### config.mk
export PLATFORM = sky130hd
export DESIGN_NAME = hostBusDecoder
export DESIGN_NICKNAME = d
export VERILOG_FILES = /design/src/rtl/hostDecPkg.sv /design/src/rtl/hostDecodeCtl.sv /design/src/rtl/hostDataPath.sv /design/src/rtl/hostBusDecoder.sv
export SDC_FILE = /design/constraint.sdc
export NUM_CORES = 1
export LEC_CHECK = 0
export ABC_AREA = 1
export BUFFER_PORTS_ARGS = -buffer_cell sky130_fd_sc_hd__buf_2
export CORE_ASPECT_RATIO = 1.25
export CORE_MARGIN = 4
export CORE_UTILIZATION = 25
export DETAILED_ROUTE_END_ITERATION = 16
export PLACE_DENSITY = 0.53
export SYNTH_ARGS = -nofsm -noshare
export SYNTH_HDL_FRONTEND = slang
export SYNTH_SLANG_ARGS = --single-unit
### constraint.sdc
create_clock -name clk -period 2.1 [get_ports clk]
set_input_delay 0.105 -clock clk [delete_from_list [all_inputs] [get_ports clk]]
set_output_delay 0.105 -clock clk [all_outputs]
set_load 0.02 [all_outputs]
### src/rtl/hostDecPkg.sv
package hostDecPkg;

  typedef enum logic [3:0] {
    TGT_NONE = 4'd0,
    TGT_ROM  = 4'd1,
    TGT_CTRL = 4'd2,
    TGT_CLUT = 4'd3,
    TGT_LBA  = 4'd4,
    TGT_LBB  = 4'd5,
    TGT_LBW  = 4'd6,
    TGT_GPU  = 4'd7,
    TGT_DSP  = 4'd8
  } tgt_e;

  // strobes from the decode control to the datapath
  typedef struct packed {
    tgt_e sel;
    logic wrEn;
    logic rdEn;
    logic rdCapture;
    logic isByte;
    logic lowHalf;
    logic lowByte;
  } strobe_t;

  // range boundaries (byte addresses, upper bound exclusive)
  localparam logic [23:0] WIN_LO   = 24'h100000;
  localparam logic [23:0] WIN_END  = 24'h120000;
  localparam logic [23:0] CLUT_LO  = 24'h100400;
  localparam logic [23:0] LBA_LO   = 24'h100800;
  localparam logic [23:0] LBB_LO   = 24'h101000;
  localparam logic [23:0] LBW_LO   = 24'h101800;
  localparam logic [23:0] GAP_LO   = 24'h102100;
  localparam logic [23:0] GPU_LO   = 24'h103000;
  localparam logic [23:0] GPU_END  = 24'h110000;
  localparam logic [23:0] DSP_LO   = 24'h11B000;
  localparam logic [23:0] DSP_END  = 24'h11D000;

endpackage

### src/rtl/hostDecodeCtl.sv
module hostDecodeCtl
  import hostDecPkg::*;
#(
  parameter int ADDR_W     = 24,
  parameter int IDXW       = 16,
  parameter int ROM_WORDS  = 32768,
  parameter int GPU_WORDS  = 1024,
  parameter int DSP_WORDS  = 2048,
  parameter int LINE_DEPTH = 720
) (
  input  logic              hostReq,
  input  logic              hostWrite,
  input  logic              hostByte,
  input  logic [ADDR_W-1:0] hostAddr,
  output strobe_t           strb,
  output logic [IDXW-1:0]   index
);

  localparam int ROM_AW = $clog2(ROM_WORDS);
  localparam int GPU_AW = $clog2(GPU_WORDS);
  localparam int DSP_AW = $clog2(DSP_WORDS);

  logic [23:0] addr;
  logic [9:0]  lineIdx;
  tgt_e        rangeSel;
  tgt_e        finalSel;
  logic        isLine;

  assign addr    = 24'(hostAddr);
  assign lineIdx = hostAddr[10:1];

  // coarse range decode
  always_comb begin
    if (addr < WIN_LO || addr >= WIN_END) rangeSel = hostWrite ? TGT_NONE : TGT_ROM;
    else if (addr < CLUT_LO)              rangeSel = TGT_CTRL;
    else if (addr < LBA_LO)               rangeSel = TGT_CLUT;
    else if (addr < LBB_LO)               rangeSel = TGT_LBA;
    else if (addr < LBW_LO)               rangeSel = TGT_LBB;
    else if (addr < GAP_LO)               rangeSel = TGT_LBW;
    else if (addr < GPU_LO)               rangeSel = TGT_NONE;
    else if (addr < GPU_END)              rangeSel = TGT_GPU;
    else if (addr < DSP_LO)               rangeSel = TGT_NONE;
    else if (addr < DSP_END)              rangeSel = TGT_DSP;
    else                                  rangeSel = TGT_NONE;
  end

  // line buffer depth guard
  assign isLine   = (rangeSel == TGT_LBA) || (rangeSel == TGT_LBB) || (rangeSel == TGT_LBW);
  assign finalSel = (isLine && (32'(lineIdx) >= LINE_DEPTH)) ? TGT_NONE : rangeSel;

  // per-target word index
  always_comb begin
    unique case (finalSel)
      TGT_ROM:  index = IDXW'(hostAddr[ROM_AW:1]);
      TGT_CTRL: index = IDXW'(hostAddr[9:1]);
      TGT_CLUT: index = IDXW'(hostAddr[8:1]);
      TGT_LBA,
      TGT_LBB,
      TGT_LBW:  index = IDXW'(lineIdx);
      TGT_GPU:  index = IDXW'(hostAddr[GPU_AW+1:2]);
      TGT_DSP:  index = IDXW'(hostAddr[DSP_AW+1:2]);
      default:  index = '0;
    endcase
  end

  always_comb begin
    strb.sel       = finalSel;
    strb.wrEn      = hostReq && hostWrite && (finalSel != TGT_NONE);
    strb.rdEn      = hostReq && !hostWrite && (finalSel != TGT_NONE);
    strb.rdCapture = hostReq && !hostWrite;
    strb.isByte    = hostByte;
    strb.lowHalf   = hostAddr[1];
    strb.lowByte   = hostAddr[0];
  end

endmodule

### src/rtl/hostDataPath.sv
module hostDataPath
  import hostDecPkg::*;
(
  input  logic        clk,
  input  logic        rstN,
  input  strobe_t     strb,
  input  logic [15:0] hostWrData,
  input  logic [31:0] tgtRdData,
  output logic        tgtWe,
  output logic        tgtRe,
  output logic [1:0]  tgtHalfEn,
  output logic [31:0] tgtWrData,
  output logic [15:0] hostRdData,
  output logic        hostRdValid
);

  logic        isLocal;
  logic [15:0] wordIn;
  logic [15:0] wordOut;
  logic [7:0]  byteOut;
  logic [15:0] rdNext;

  assign isLocal = (strb.sel == TGT_GPU) || (strb.sel == TGT_DSP);

  // write shaping: lane copy for bytes, half copy for 32-bit words
  assign wordIn    = strb.isByte ? {hostWrData[7:0], hostWrData[7:0]} : hostWrData;
  assign tgtWrData = isLocal ? {wordIn, wordIn} : {16'h0000, wordIn};
  assign tgtHalfEn = isLocal ? (strb.lowHalf ? 2'b01 : 2'b10) : 2'b01;
  assign tgtWe     = strb.wrEn;
  assign tgtRe     = strb.rdEn;

  // read steering
  always_comb begin
    if (strb.sel == TGT_NONE) wordOut = 16'hFFFF;
    else if (isLocal)         wordOut = strb.lowHalf ? tgtRdData[15:0] : tgtRdData[31:16];
    else                      wordOut = tgtRdData[15:0];
    byteOut = strb.lowByte ? wordOut[7:0] : wordOut[15:8];
    rdNext  = strb.isByte ? {8'h00, byteOut} : wordOut;
  end

  always_ff @(posedge clk) begin
    if (!rstN) begin
      hostRdData  <= '0;
      hostRdValid <= 1'b0;
    end else begin
      hostRdValid <= strb.rdCapture;
      if (strb.rdCapture) hostRdData <= rdNext;
    end
  end

endmodule

### src/rtl/hostBusDecoder.sv
module hostBusDecoder
  import hostDecPkg::*;
#(
  parameter int ADDR_W     = 24,
  parameter int IDXW       = 16,
  parameter int ROM_WORDS  = 32768,
  parameter int GPU_WORDS  = 1024,
  parameter int DSP_WORDS  = 2048,
  parameter int LINE_DEPTH = 720
) (
  input  logic              clk,
  input  logic              rstN,
  input  logic              hostReq,
  input  logic              hostWrite,
  input  logic              hostByte,
  input  logic [ADDR_W-1:0] hostAddr,
  input  logic [15:0]       hostWrData,
  output logic [15:0]       hostRdData,
  output logic              hostRdValid,
  output logic [3:0]        tgtSel,
  output logic [IDXW-1:0]   tgtIndex,
  output logic              tgtWe,
  output logic              tgtRe,
  output logic [1:0]        tgtHalfEn,
  output logic [31:0]       tgtWrData,
  input  logic [31:0]       tgtRdData
);

  strobe_t strb;

  hostDecodeCtl #(
    .ADDR_W(ADDR_W), .IDXW(IDXW), .ROM_WORDS(ROM_WORDS),
    .GPU_WORDS(GPU_WORDS), .DSP_WORDS(DSP_WORDS), .LINE_DEPTH(LINE_DEPTH)
  ) uCtl (
    .hostReq(hostReq), .hostWrite(hostWrite), .hostByte(hostByte),
    .hostAddr(hostAddr), .strb(strb), .index(tgtIndex)
  );

  hostDataPath uDp (
    .clk(clk), .rstN(rstN), .strb(strb), .hostWrData(hostWrData),
    .tgtRdData(tgtRdData), .tgtWe(tgtWe), .tgtRe(tgtRe),
    .tgtHalfEn(tgtHalfEn), .tgtWrData(tgtWrData),
    .hostRdData(hostRdData), .hostRdValid(hostRdValid)
  );

  assign tgtSel = strb.sel;

endmodule

==> Yosys cells after proc, flatten, opt, wreduce, memory -nomap -nowiden <==
Cells that the tools add are included.
{ "word_totals": {"register_bits": 17, "output_inout_bits": 73, "word_cells": 60} }
{ "op_classes": {"n_lt_le_gt_ge": 12, "n_eq_ne": 11, "mux": 22, "reduce_logical": 13} }
{ "op_table": {"columns": ["op", "n"], "rows": [
  ["$lt A24 B21 Y1 const B", 10],
  ["$pmux W15 S6", 1],
  ["$mux W16", 5],
  ["$mux W4", 11],
  ["$mux W32", 1],
  ["$eq A4 B3 Y1 const B", 7],
  ["$ge A24 B21 Y1 const B", 1],
  ["$ge A10 B10 Y1 const B", 1],
  ["$eq A4 B2 Y1 const B", 2],
  ["$mux W8", 1],
  ["$logic_and A1 B1 Y1", 5],
  ["$eq A4 B1 Y1 const B", 1],
  ["$eq A4 B4 Y1 const B", 1],
  ["$logic_not A4 Y1", 1],
  ["$logic_or A1 B1 Y1", 4],
  ["$mux W2", 2],
  ["$reduce_bool A4 Y1", 1],
  ["$reduce_or A3 Y1", 1],
  ["$logic_not A1 Y1", 1],
  ["$mux W1", 1]
]} }

==> Logic depth before layout (Yosys ltp) <==
Gate-level depths: netlist of the first run.
{ "depth": {"word_depth": 22, "depth_mapped": 18} }

==> By module <==
From an unflattened synthesis of the first run, not the netlist that was laid out.
{ "hier_totals": {"cells_unflattened": 375, "hier_area_um2": 2025.7} }
{ "modules_own_cells": {"columns": ["mod", "instances", "cells_per_inst", "area_per_inst_um2", "seq_area_each_um2"], "rows": [
  ["hostDataPath", 1, 236, 1405.1, 340.3],
  ["hostDecodeCtl", 1, 139, 620.6, 0.0]
]} }

==> Worst setup path after synthesis of the first run <==
OpenSTA, ideal clock, no wires.
{ "synth_path": {"path_kind": "input-to-output", "start": "input hostAddr[18]", "end": "output tgtIndex[0]", "arrival_time_ns": 1.655, "slack_ns": 0.340, "stages": 15, "n_path_buf": 0, "cell_sequence": "nor2_2 -> nand2_1 -> a21oi_2 -> nand2_1 -> nand2_1 -> nand2_1 -> a21oi_1 -> nand3_2 -> nand2_4 -> nand2_4 -> o21ai_1 -> inv_2 -> nand3_2 -> nand2_1 -> nand2_1"} }
{ "synth_between": {"elab_chain_len": 19, "word_cells_on_any_way": 39, "cone_classes": "11 x order compare; 11 x eq/ne; 12 x mux; 5 x reduce/logical"} }
{ "synth_lines": {"columns": ["item", "line", "source"], "rows": [
  ["start: declaration", "hostBusDecoder.sv:16", "input logic [ADDR_W-1:0] hostAddr,"],
  ["$lt A24 B21 Y1", "hostDecodeCtl.sv:43", "else if (addr < DSP_END) rangeSel = TGT_DSP;"],
  ["$mux W4", "hostDecodeCtl.sv:43", null],
  ["$mux W4", "hostDecodeCtl.sv:42", "else if (addr < DSP_LO) rangeSel = TGT_NONE;"],
  ["$mux W4", "hostDecodeCtl.sv:41", "else if (addr < GPU_END) rangeSel = TGT_GPU;"],
  ["$mux W4", "hostDecodeCtl.sv:40", "else if (addr < GPU_LO) rangeSel = TGT_NONE;"],
  ["$mux W4", "hostDecodeCtl.sv:39", "else if (addr < GAP_LO) rangeSel = TGT_LBW;"],
  ["$mux W4", "hostDecodeCtl.sv:38", "else if (addr < LBW_LO) rangeSel = TGT_LBB;"],
  ["$mux W4", "hostDecodeCtl.sv:37", "else if (addr < LBB_LO) rangeSel = TGT_LBA;"],
  ["(+2 left out)", null, null],
  ["$mux W4 *", "hostDecodeCtl.sv:34", "if (addr < WIN_LO || addr >= WIN_END) rangeSel = hostWrite ? TGT_NONE : TGT_ROM;"],
  ["$eq A4 B3 Y1", "hostDecodeCtl.sv:48", "assign isLine = (rangeSel == TGT_LBA) || (rangeSel == TGT_LBB) || (rangeSel == TGT_LBW);"],
  ["$logic_or A1 B1 Y1 (2 in a row)", "hostDecodeCtl.sv:48", null],
  ["$logic_and A1 B1 Y1", "hostDecodeCtl.sv:49", "assign finalSel = (isLine && (32'(lineIdx) >= LINE_DEPTH)) ? TGT_NONE : rangeSel;"],
  ["$mux W4 *", "hostDecodeCtl.sv:49", null],
  ["$eq A4 B3 Y1", "hostDecodeCtl.sv:53", "unique case (finalSel)"],
  ["$reduce_or A3 Y1", "hostDecodeCtl.sv:53", null],
  ["$pmux W15 S6 *", "hostDecodeCtl.sv:53", null],
  ["end: declaration", "hostBusDecoder.sv:21", "output logic [IDXW-1:0] tgtIndex,"]
]} }
Mark *: on every way between the ends. The rest lies on a longest branch, timed or not.

==> Worst setup path after layout of the first run <==
{ "layout_path": {"start": "input hostAddr[16]", "end": "output tgtIndex[0]"} }
The elaborated chain is that of the path after synthesis.

==> metrics.md, run 1 <==
| Metric | Value |
|---|---|
| X dimension of the die | 86.8 um |
| Worst endpoint data arrival time | 2.00 ns |
| Cell types occupying the most area after synthesis | sky130_fd_sc_hd__nand2_1, sky130_fd_sc_hd__dfxtp_1, sky130_fd_sc_hd__inv_1 |
| Slowest Stage Delay on Critical Path | 0.22 ns |
| Synthesized flop and latch total | 17 |
| Weighted congestion reported at the end of routability-driven placement | 0.814 |
| Synth area leader | sky130_fd_sc_hd__nand2_1 |
| Root buffer cell | sky130_fd_sc_hd__clkbuf_8 |
| Worst clock skew | 0 ns |
| Wirelength, routed | 7.45 mm |
| Global route overflow | 0 |
| Max FO, Critical Path | 8 |
| IO buf count | 148 |
| Num CTS Buffers | 3 |
| Post-synth EDFFs | 0 |
| Fin worst setup slack | -0.00710 ns |
| Crit path required time | 2.00 ns |
| Clock latency at the later pin of the worst-skew pair | 0.25 ns |
| Total power consumption of the routed design | 1.06 mW |
| Cell chain of the critical path | buf_2 -> nor2_2 -> nand2_2 -> a21oi_4 -> buf_6 -> nand2_1 -> nand2_2 -> nand2_1 -> nand2_2 -> nand3_4 -> nand2_4 -> inv_4 -> nor2_4 -> nand4_1 -> nand3_4 -> nand2_1 -> nand2_1 -> buf_4 |
| Area occupied by multi-input gates | 1340 um^2 |
| Filler Cells Inserted | 839 |
| Initial DRC count | 49 |
| Wire length of the first global-routing pass | 11.5 mm |
| Post-Synthesis Net Count | 418 |
| Most frequent cells in the layout | sky130_fd_sc_hd__buf_2, sky130_fd_sc_hd__nand2_1, sky130_fd_sc_hd__inv_1, sky130_fd_sc_hd__nor2_1, sky130_fd_sc_hd__o21ai_0 |
| Most common cell after layout, fill and taps aside | sky130_fd_sc_hd__buf_2 |
| Number of distinct library cell variants in the gate-level netlist after synthesis | 32 |
| Layout Area Growth over Synthesis | 53.4% |
| Longest Clk Path Bufs | 2 |
| Kind of launch point of the worst setup path | input pin |
| Power density over cell area | 356 nW/um^2 |
| Antenna Nets Post-Route | 0 |
| Largest net degree at the start of global routing | 22 |
| Share of cells above drive strength 1 | 45.9% |
| DIE HEIGHT | 107 um |
| Violations in the final reports | negative setup slack |
| Crit. End Element | output port |
| Wire length per cell | 12.8 um |
| Storage cell area | 340 um^2 |
| Number of diodes | 0 |
| Residual DRC count | 0 |
| Number of rows created at floorplan | 35 |
| Slew at the pin with the worst max-slew slack | 0.500 ns |
| Number of pins with negative max-slew slack in the final report | 0 |
| TritonCTS clock tree | built |
| H-tree levels | 1 |
| Fmax achieved | 475 MHz |
| Number of maximum-capacitance constraint violations | 0 |
| Most common flop cell mapped by yosys | sky130_fd_sc_hd__dfxtp_1 |
| Fraction of registers with async set or reset after synthesis | 0% |
| Gate count of the mapped netlist | 341 |
| Final critical-path required period | 2.11 ns |
| Share of the clock period used by the worst path after layout | 100% |
| Kind of critical path | in -> out |
| Length of the first detailed-routing pass in iterations | 4 |
| Synth warnings | 0 |
| Final-report setup violation count | 1 |
| Hold Violations, Final | 0 |
| Initial core utilization | 25.9% |
| Vias per inst | 4.48 |
| Setup repair after global routing missed its margin | yes |
| Number of buffers added to fix hold violations after cts | 0 |
| Number of clock sinks seen by CTS | 17 |
| Floorplan Core Area | 7490 um^2 |
| Min-delay worst type | in -> reg |
| Number of global-route vias before repair | 2452 |
| Top cell type's share of synthesized area | 20.5% |
| Total number of vias | 2596 |
| TNS Setup | -0.00710 ns |
| Cell area after synthesis | 1940 um^2 |
| Clock slew at reported path FFs | 0.07 ns |
| Aggregate global-route resource usage | 15.2% |
| Max VDD drop | 0.279 mV |
| Number of antenna violations at the first check in global routing | 0 |
| I/O Pins | 150 |
| Critical path's most frequent cell | sky130_fd_sc_hd__nand2_1 |
| Run status | complete, but fails checks |
| Area enclosed by the die boundary | 9250 um^2 |
| Post-DP HPWL | 6.01 mm |
| Per-instance average area after synthesis | 5.69 um^2 |
| Leakage dissipation | 1.69 nW |
| Slowest-stage cell, CP | sky130_fd_sc_hd__a21oi_4 |
| Sequential cell area fraction in the yosys report | 17.5% |
| Final nets | 566 |
| Relative max-transition margin | 66.5% |
## metrics by stage
stage	util [%]	cell area [um^2]	std cells	hold slack [ns]	setup slack (ns)
6_report	39.8	2980	580	0.240	-0.00710
5_1_grt	39.8	2980	580	0.260	-0.188
3_3_place_gp	36.4	2730	569	0.444	0.0233
2_1_floorplan	-	1940	341	0.295	0.340
3_5_place_dp	36.4	2730	569	0.447	-0.0287
4_1_cts	37.2	2790	573	0.244	0.00315
## worst max-delay path, delay by kind of cell
family / cells / cell delay, ns
and+or+nand+nor: 13 / 1.25
buffers and inverters: 4 / 0.41
AOI/OAI and AO/OA: 1 / 0.22
## cell type report
type	instances	area share, %
Tap cell	92	3.86
Multi-Input combinational cell	252	45.0
Timing Repair Buffer	165	31.7
Sequential cell	17	11.4
Inverter	50	6.55
Clock buffer	4	1.51
## flip-flops by register name, summed over array words and instances, names as in the netlist
name             cells
uDp.hostRdValid      1
uDp.hostRdData      16
## kinds of logic after synthesis
family          synth area share [%]
buf+inv                         17.3
compound gates                  13.8
other cells                    0.193
mux                             4.38
flops                           17.5
simple gates                    46.8
## path summary, 6_finish.rpt
kind,startpoint,endpoint,slack [ns],cells after the start
worst max-delay path,hostAddr[16],tgtIndex[0],-0.007,18
worst min-delay path,hostWrite,uDp.hostRdData[2],0.24,4
worst max register to register,uDp.hostRdData[15],uDp.hostRdData[15],1.44,2
worst min register to register,uDp.hostRdData[14],uDp.hostRdData[14],0.46,2
## routing by layer
metal,global-route usage (%),wire length (um)
met1,19.0,2940
met2,27.6,3980
met3,1.63,483
met4,2.67,52
met5,0,0
## power by group
group          leakage, nW  switching, mW  total, mW  internal (mW)
registers            0.139        0.00860      0.348          0.340
logic                 1.53          0.280      0.467          0.187
clock network       0.0228          0.110      0.245          0.134
total                 1.69          0.399       1.06          0.661
## cell usage after synthesis (2+ instances only)
cell type                    n
sky130_fd_sc_hd__nand2_1   106
sky130_fd_sc_hd__inv_1      37
sky130_fd_sc_hd__nor2_1     34
sky130_fd_sc_hd__o21ai_0    22
sky130_fd_sc_hd__a21oi_1    17
sky130_fd_sc_hd__dfxtp_1    17
sky130_fd_sc_hd__buf_4      13
sky130_fd_sc_hd__nand3_1    12
sky130_fd_sc_hd__nand2_2    11
sky130_fd_sc_hd__inv_2       9
sky130_fd_sc_hd__nand4_1     9
sky130_fd_sc_hd__nand3b_1    8
sky130_fd_sc_hd__clkbuf_1    6
sky130_fd_sc_hd__mux2_2      4
sky130_fd_sc_hd__mux2i_1     4
sky130_fd_sc_hd__o21ai_2     4
sky130_fd_sc_hd__clkinv_1    3
sky130_fd_sc_hd__nor2_2      3
sky130_fd_sc_hd__nor2_4      3
sky130_fd_sc_hd__o21ai_1     3
sky130_fd_sc_hd__buf_6       2
sky130_fd_sc_hd__nand2_4     2
sky130_fd_sc_hd__nand3_2     2
sky130_fd_sc_hd__nor3_2      2
## what timing repair did
item,in CTS,in global routing
pin swaps,0,13
gates resized for setup,2,42
buffers inserted,0,7
setup endpoints to repair,8,12
(Power assumes the default switching activity.)
==> run 2, diff against run 1 <==
ABC_AREA = 0   (was 1)
CORE_MARGIN = 2   (was 4)
PLACE_DENSITY = 0.55   (was 0.53)
==> run 2 against run 1 <==
The flow still finishes with violations (negative setup slack). Global-route usage increased by 1.2 points. Clock power is 3% lower. Hold slack got worse by 0.018 ns. Setup slack got worse by 0.37 ns. Combinational power rose by 3%. Clock-buffer cell count shrank 1.
==> metrics.md, run 2 <==
| Metric | Value |
|---|---|
| Synth warnings | 0 |
| Number of distinct library cell variants in the gate-level netlist after synthesis | 52 |
| Fin worst setup slack | -0.373 ns |
| Largest net degree at the start of global routing | 19 |
| Residual DRC count | 0 |
| Antenna Nets Post-Route | 0 |
| Number of pins with negative max-slew slack in the final report | 0 |
| Area of placed instances | 2800 um^2 |
| Number of maximum-capacitance constraint violations | 0 |
| RR Startpoint | uDp.hostRdData[0] |
| Kind of launch point of the worst setup path | input pin |
| Critical path's most frequent cell | sky130_fd_sc_hd__buf_6 |
| Aggregate global-route resource usage | 16.4% |
| Most common flop cell mapped by yosys | sky130_fd_sc_hd__dfxtp_1 |
| Beginning of the worst hold path | tgtRdData[15] |
| Final instance area | 3090 um^2 |
| Cells on Worst Hold Path | 4 |
| TNS Setup | -5.34 ns |
| Worst endpoint data arrival time | 2.37 ns |
| Final-report setup violation count | 31 |
| Global route overflow | 0 |
| Cell area after synthesis | 1730 um^2 |
| Cell chain of the critical path | buf_6 -> or4_4 -> or4b_4 -> o21a_1 -> a2111o_1 -> o211ai_4 -> and3_4 -> buf_6 |
| Post-synth EDFFs | 0 |
| Relative max-transition margin | 59.4% |
| Slew at the pin with the worst max-slew slack | 0.603 ns |
| Number of global-route vias before repair | 2163 |
| Most frequent cells in the layout | sky130_fd_sc_hd__buf_2, sky130_fd_sc_hd__buf_4, sky130_fd_sc_hd__mux2_2, sky130_fd_sc_hd__and2_1 |
| Min-delay worst type | in -> reg |
| Wire length per cell | 14.7 um |
| Fraction of the core area covered by cells at the end of the flow | 46.8% |
| Slowest Stage Delay on Critical Path | 0.54 ns |
| Cell with the most instances after synthesis | sky130_fd_sc_hd__mux2_2 |
| Clock latency at the later pin of the worst-skew pair | 0.25 ns |
| DP Worst Slack | -0.425 ns |
| Clock slew at reported path FFs | 0.06 ns |
| Num CTS Buffers | 3 |
| Fraction of registers with async set or reset after synthesis | 0% |
| Number of flip-flops in the largest register | 16 |
| Initial DRC count | 85 |
| Max VDD drop | 0.215 mV |
| Wirelength, routed | 6.74 mm |
| Weighted congestion reported at the end of routability-driven placement | 0.775 |
| Sequential cell area fraction in the yosys report | 19.7% |
| Register name with the most flops | uDp.hostRdData |
| IO buf count | 148 |
| Cell types with the highest counts after synthesis | sky130_fd_sc_hd__mux2_2, sky130_fd_sc_hd__and2_1, sky130_fd_sc_hd__o21ai_0 |
| Violations in the final reports | negative setup slack |
| Most common cell after layout, fill and taps aside | sky130_fd_sc_hd__buf_2 |
| Top cell type's share of synthesized area | 19.7% |
| Critical path buffer and inverter count | 2 |
| Leakage dissipation | 1.52 nW |
| Kind of critical path | in -> out |
| H-tree levels | 1 |
| Number of rows created at floorplan | 33 |
| Number of clock sinks seen by CTS | 17 |
| Fmax achieved | 404 MHz |
| TritonCTS clock tree | built |
| Post-DP HPWL | 5.34 mm |
| I/O Pins | 150 |
| Longest Clk Path Bufs | 2 |
| Gate count of the mapped netlist | 201 |
| Worst clock skew | 0 ns |
| Max FO, Critical Path | 4 |
| Worst reg2reg path depth | 2 |
| Number of diodes | 0 |
| Slowest-stage cell, CP | sky130_fd_sc_hd__or4b_4 |
| Registers with the most flip-flops | uDp.hostRdData: 16 flops, uDp.hostRdValid: 1 flops |
| Crit path required time | 2.00 ns |
| Filler Cells Inserted | 689 |
| Final critical-path required period | 2.47 ns |
| Cell types occupying the most area after synthesis | sky130_fd_sc_hd__dfxtp_1, sky130_fd_sc_hd__mux2_2, sky130_fd_sc_hd__and2_1 |
| Hold Violations, Final | 0 |
| Critical register-to-register path endpoint | uDp.hostRdData[0] |
| Length of the first detailed-routing pass in iterations | 5 |
| Run status | complete, but fails checks |
| Per-instance average area after synthesis | 8.59 um^2 |
| DIE HEIGHT | 96.9 um |
| Share of cells above drive strength 1 | 67.7% |
| X dimension of the die | 78.3 um |
| Area enclosed by the die boundary | 7590 um^2 |
| Final hold slack | 0.222 ns |
| Synth area leader | sky130_fd_sc_hd__dfxtp_1 |
| Floorplan Core Area | 6610 um^2 |
| Family of cells with the greatest summed delay on the critical path | simple AND/OR/NAND/NOR gates |
| Setup repair after global routing missed its margin | yes |
| Register-to-register setup slack | 1.19 ns |
| Power density over cell area | 347 nW/um^2 |
| Initial core utilization | 26.1% |
| Post-Synthesis Net Count | 278 |
| Share of the clock period used by the worst path after layout | 118% |
| Crit. End Element | output port |
| Layout Area Growth over Synthesis | 79.2% |
| Root buffer cell | sky130_fd_sc_hd__clkbuf_8 |
| Total number of vias | 2254 |
| Worst hold endpoint | uDp.hostRdData[15] |
| Final nets | 449 |
| Synthesized flop and latch total | 17 |
| Vias per inst | 4.92 |
| Number of antenna violations at the first check in global routing | 0 |
| Wire length of the first global-routing pass | 10.2 mm |
==> run 2: cell types whose count changed after synthesis, moves of 9 or more <==
| cell | change |
|---|---|
| sky130_fd_sc_hd__a21oi_1 | -15 |
| sky130_fd_sc_hd__a22o_1 | +9 |
| sky130_fd_sc_hd__and2_1 | +21 |
| sky130_fd_sc_hd__inv_1 | -33 |
| sky130_fd_sc_hd__inv_2 | -9 |
| sky130_fd_sc_hd__mux2_2 | +18 |
| sky130_fd_sc_hd__nand2_1 | -99 |
| sky130_fd_sc_hd__nand2_2 | -11 |
| sky130_fd_sc_hd__nand3_1 | -12 |
| sky130_fd_sc_hd__nand4_1 | -9 |
| sky130_fd_sc_hd__nor2_1 | -24 |
==> run 2: worst max-delay path by stage <==
stage | slack, ns | cells past startpoint | startpoint | end
2_1_floorplan | -0.27 | 7 | hostAddr[17] | tgtWe
3_3_place_gp | -0.40 | 8 | hostAddr[17] | tgtIndex[0]
3_5_place_dp | -0.42 | 8 | hostAddr[17] | uDp.hostRdData[0]
4_1_cts | -0.39 | 8 | hostAddr[17] | tgtIndex[3]
5_1_grt | -0.43 | 8 | hostAddr[17] | tgtIndex[4]
6_report | -0.37 | 8 | hostAddr[17] | tgtWe
==> run 2: cells by family (layout without fill, tap and decap cells) <==
group | after synthesis | count (layout) | synth area share [%]
AOI/OAI and AO/OA | 66 | 66 | 31.2
buffers and inverters | 28 | 198 | 8.98
xor gates and xnor gates | 1 | 1 | 0.507
muxes | 26 | 26 | 17.4
and+or+nand+nor | 62 | 62 | 22.0
other | 1 | 1 | 0.217
DFF | 17 | 17 | 19.7
==> run 2: metrics by stage <==
stage	std cells	power, mW
2_1_floorplan	201	0.608
3_3_place_gp	453	0.799
3_5_place_dp	453	0.803
4_1_cts	459	1.07
5_1_grt	458	1.14
6_report	458	1.07
==> run 2: routing by layer <==
layer  global-route usage [%]  wire length, um  up-vias
met5                        0                0        -
met4                     2.70               13        0
met3                     2.61              422        2
met2                     29.6             3580      101
met1                     20.5             2720     1044
li1                         -                -     1107
==> run 2: layout make-up <==
| cell class | instances | area (um^2) | share of cell area, % |
|---|---|---|---|
| Multi-Input combinational cell | 156 | 1400 | 45.3 |
| Timing Repair Buffer | 189 | 1170 | 38.0 |
| Sequential cell | 17 | 340 | 11.0 |
| Tap cell | 87 | 109 | 3.52 |
| Clock buffer | 3 | 41.3 | 1.33 |
| Inverter | 5 | 21.3 | 0.687 |
| Clock inverter | 1 | 5.00 | 0.162 |
==> run 2: worst reg2reg max path: cells and delay by family, from the launching register on <==
kind	cells	cell delay, ns
AOI/OAI and AO/OA	2	0.48
DFF	1	0.32
==> run 2: what timing repair did <==
item / in CTS / in global routing
setup buffers: 3 / 2
cloned: 0 / 0
hold buffers: 0 / 0
pin swaps: 4 / 21
endpoints found under the setup margin: 31 / 38
resized for setup: 41 / 32
==> run 2: power by group <==
part | internal (mW) | switching [mW] | total [mW]
sequential | 0.346 | 0.0115 | 0.357
combinational | 0.225 | 0.254 | 0.479
clock | 0.132 | 0.107 | 0.238
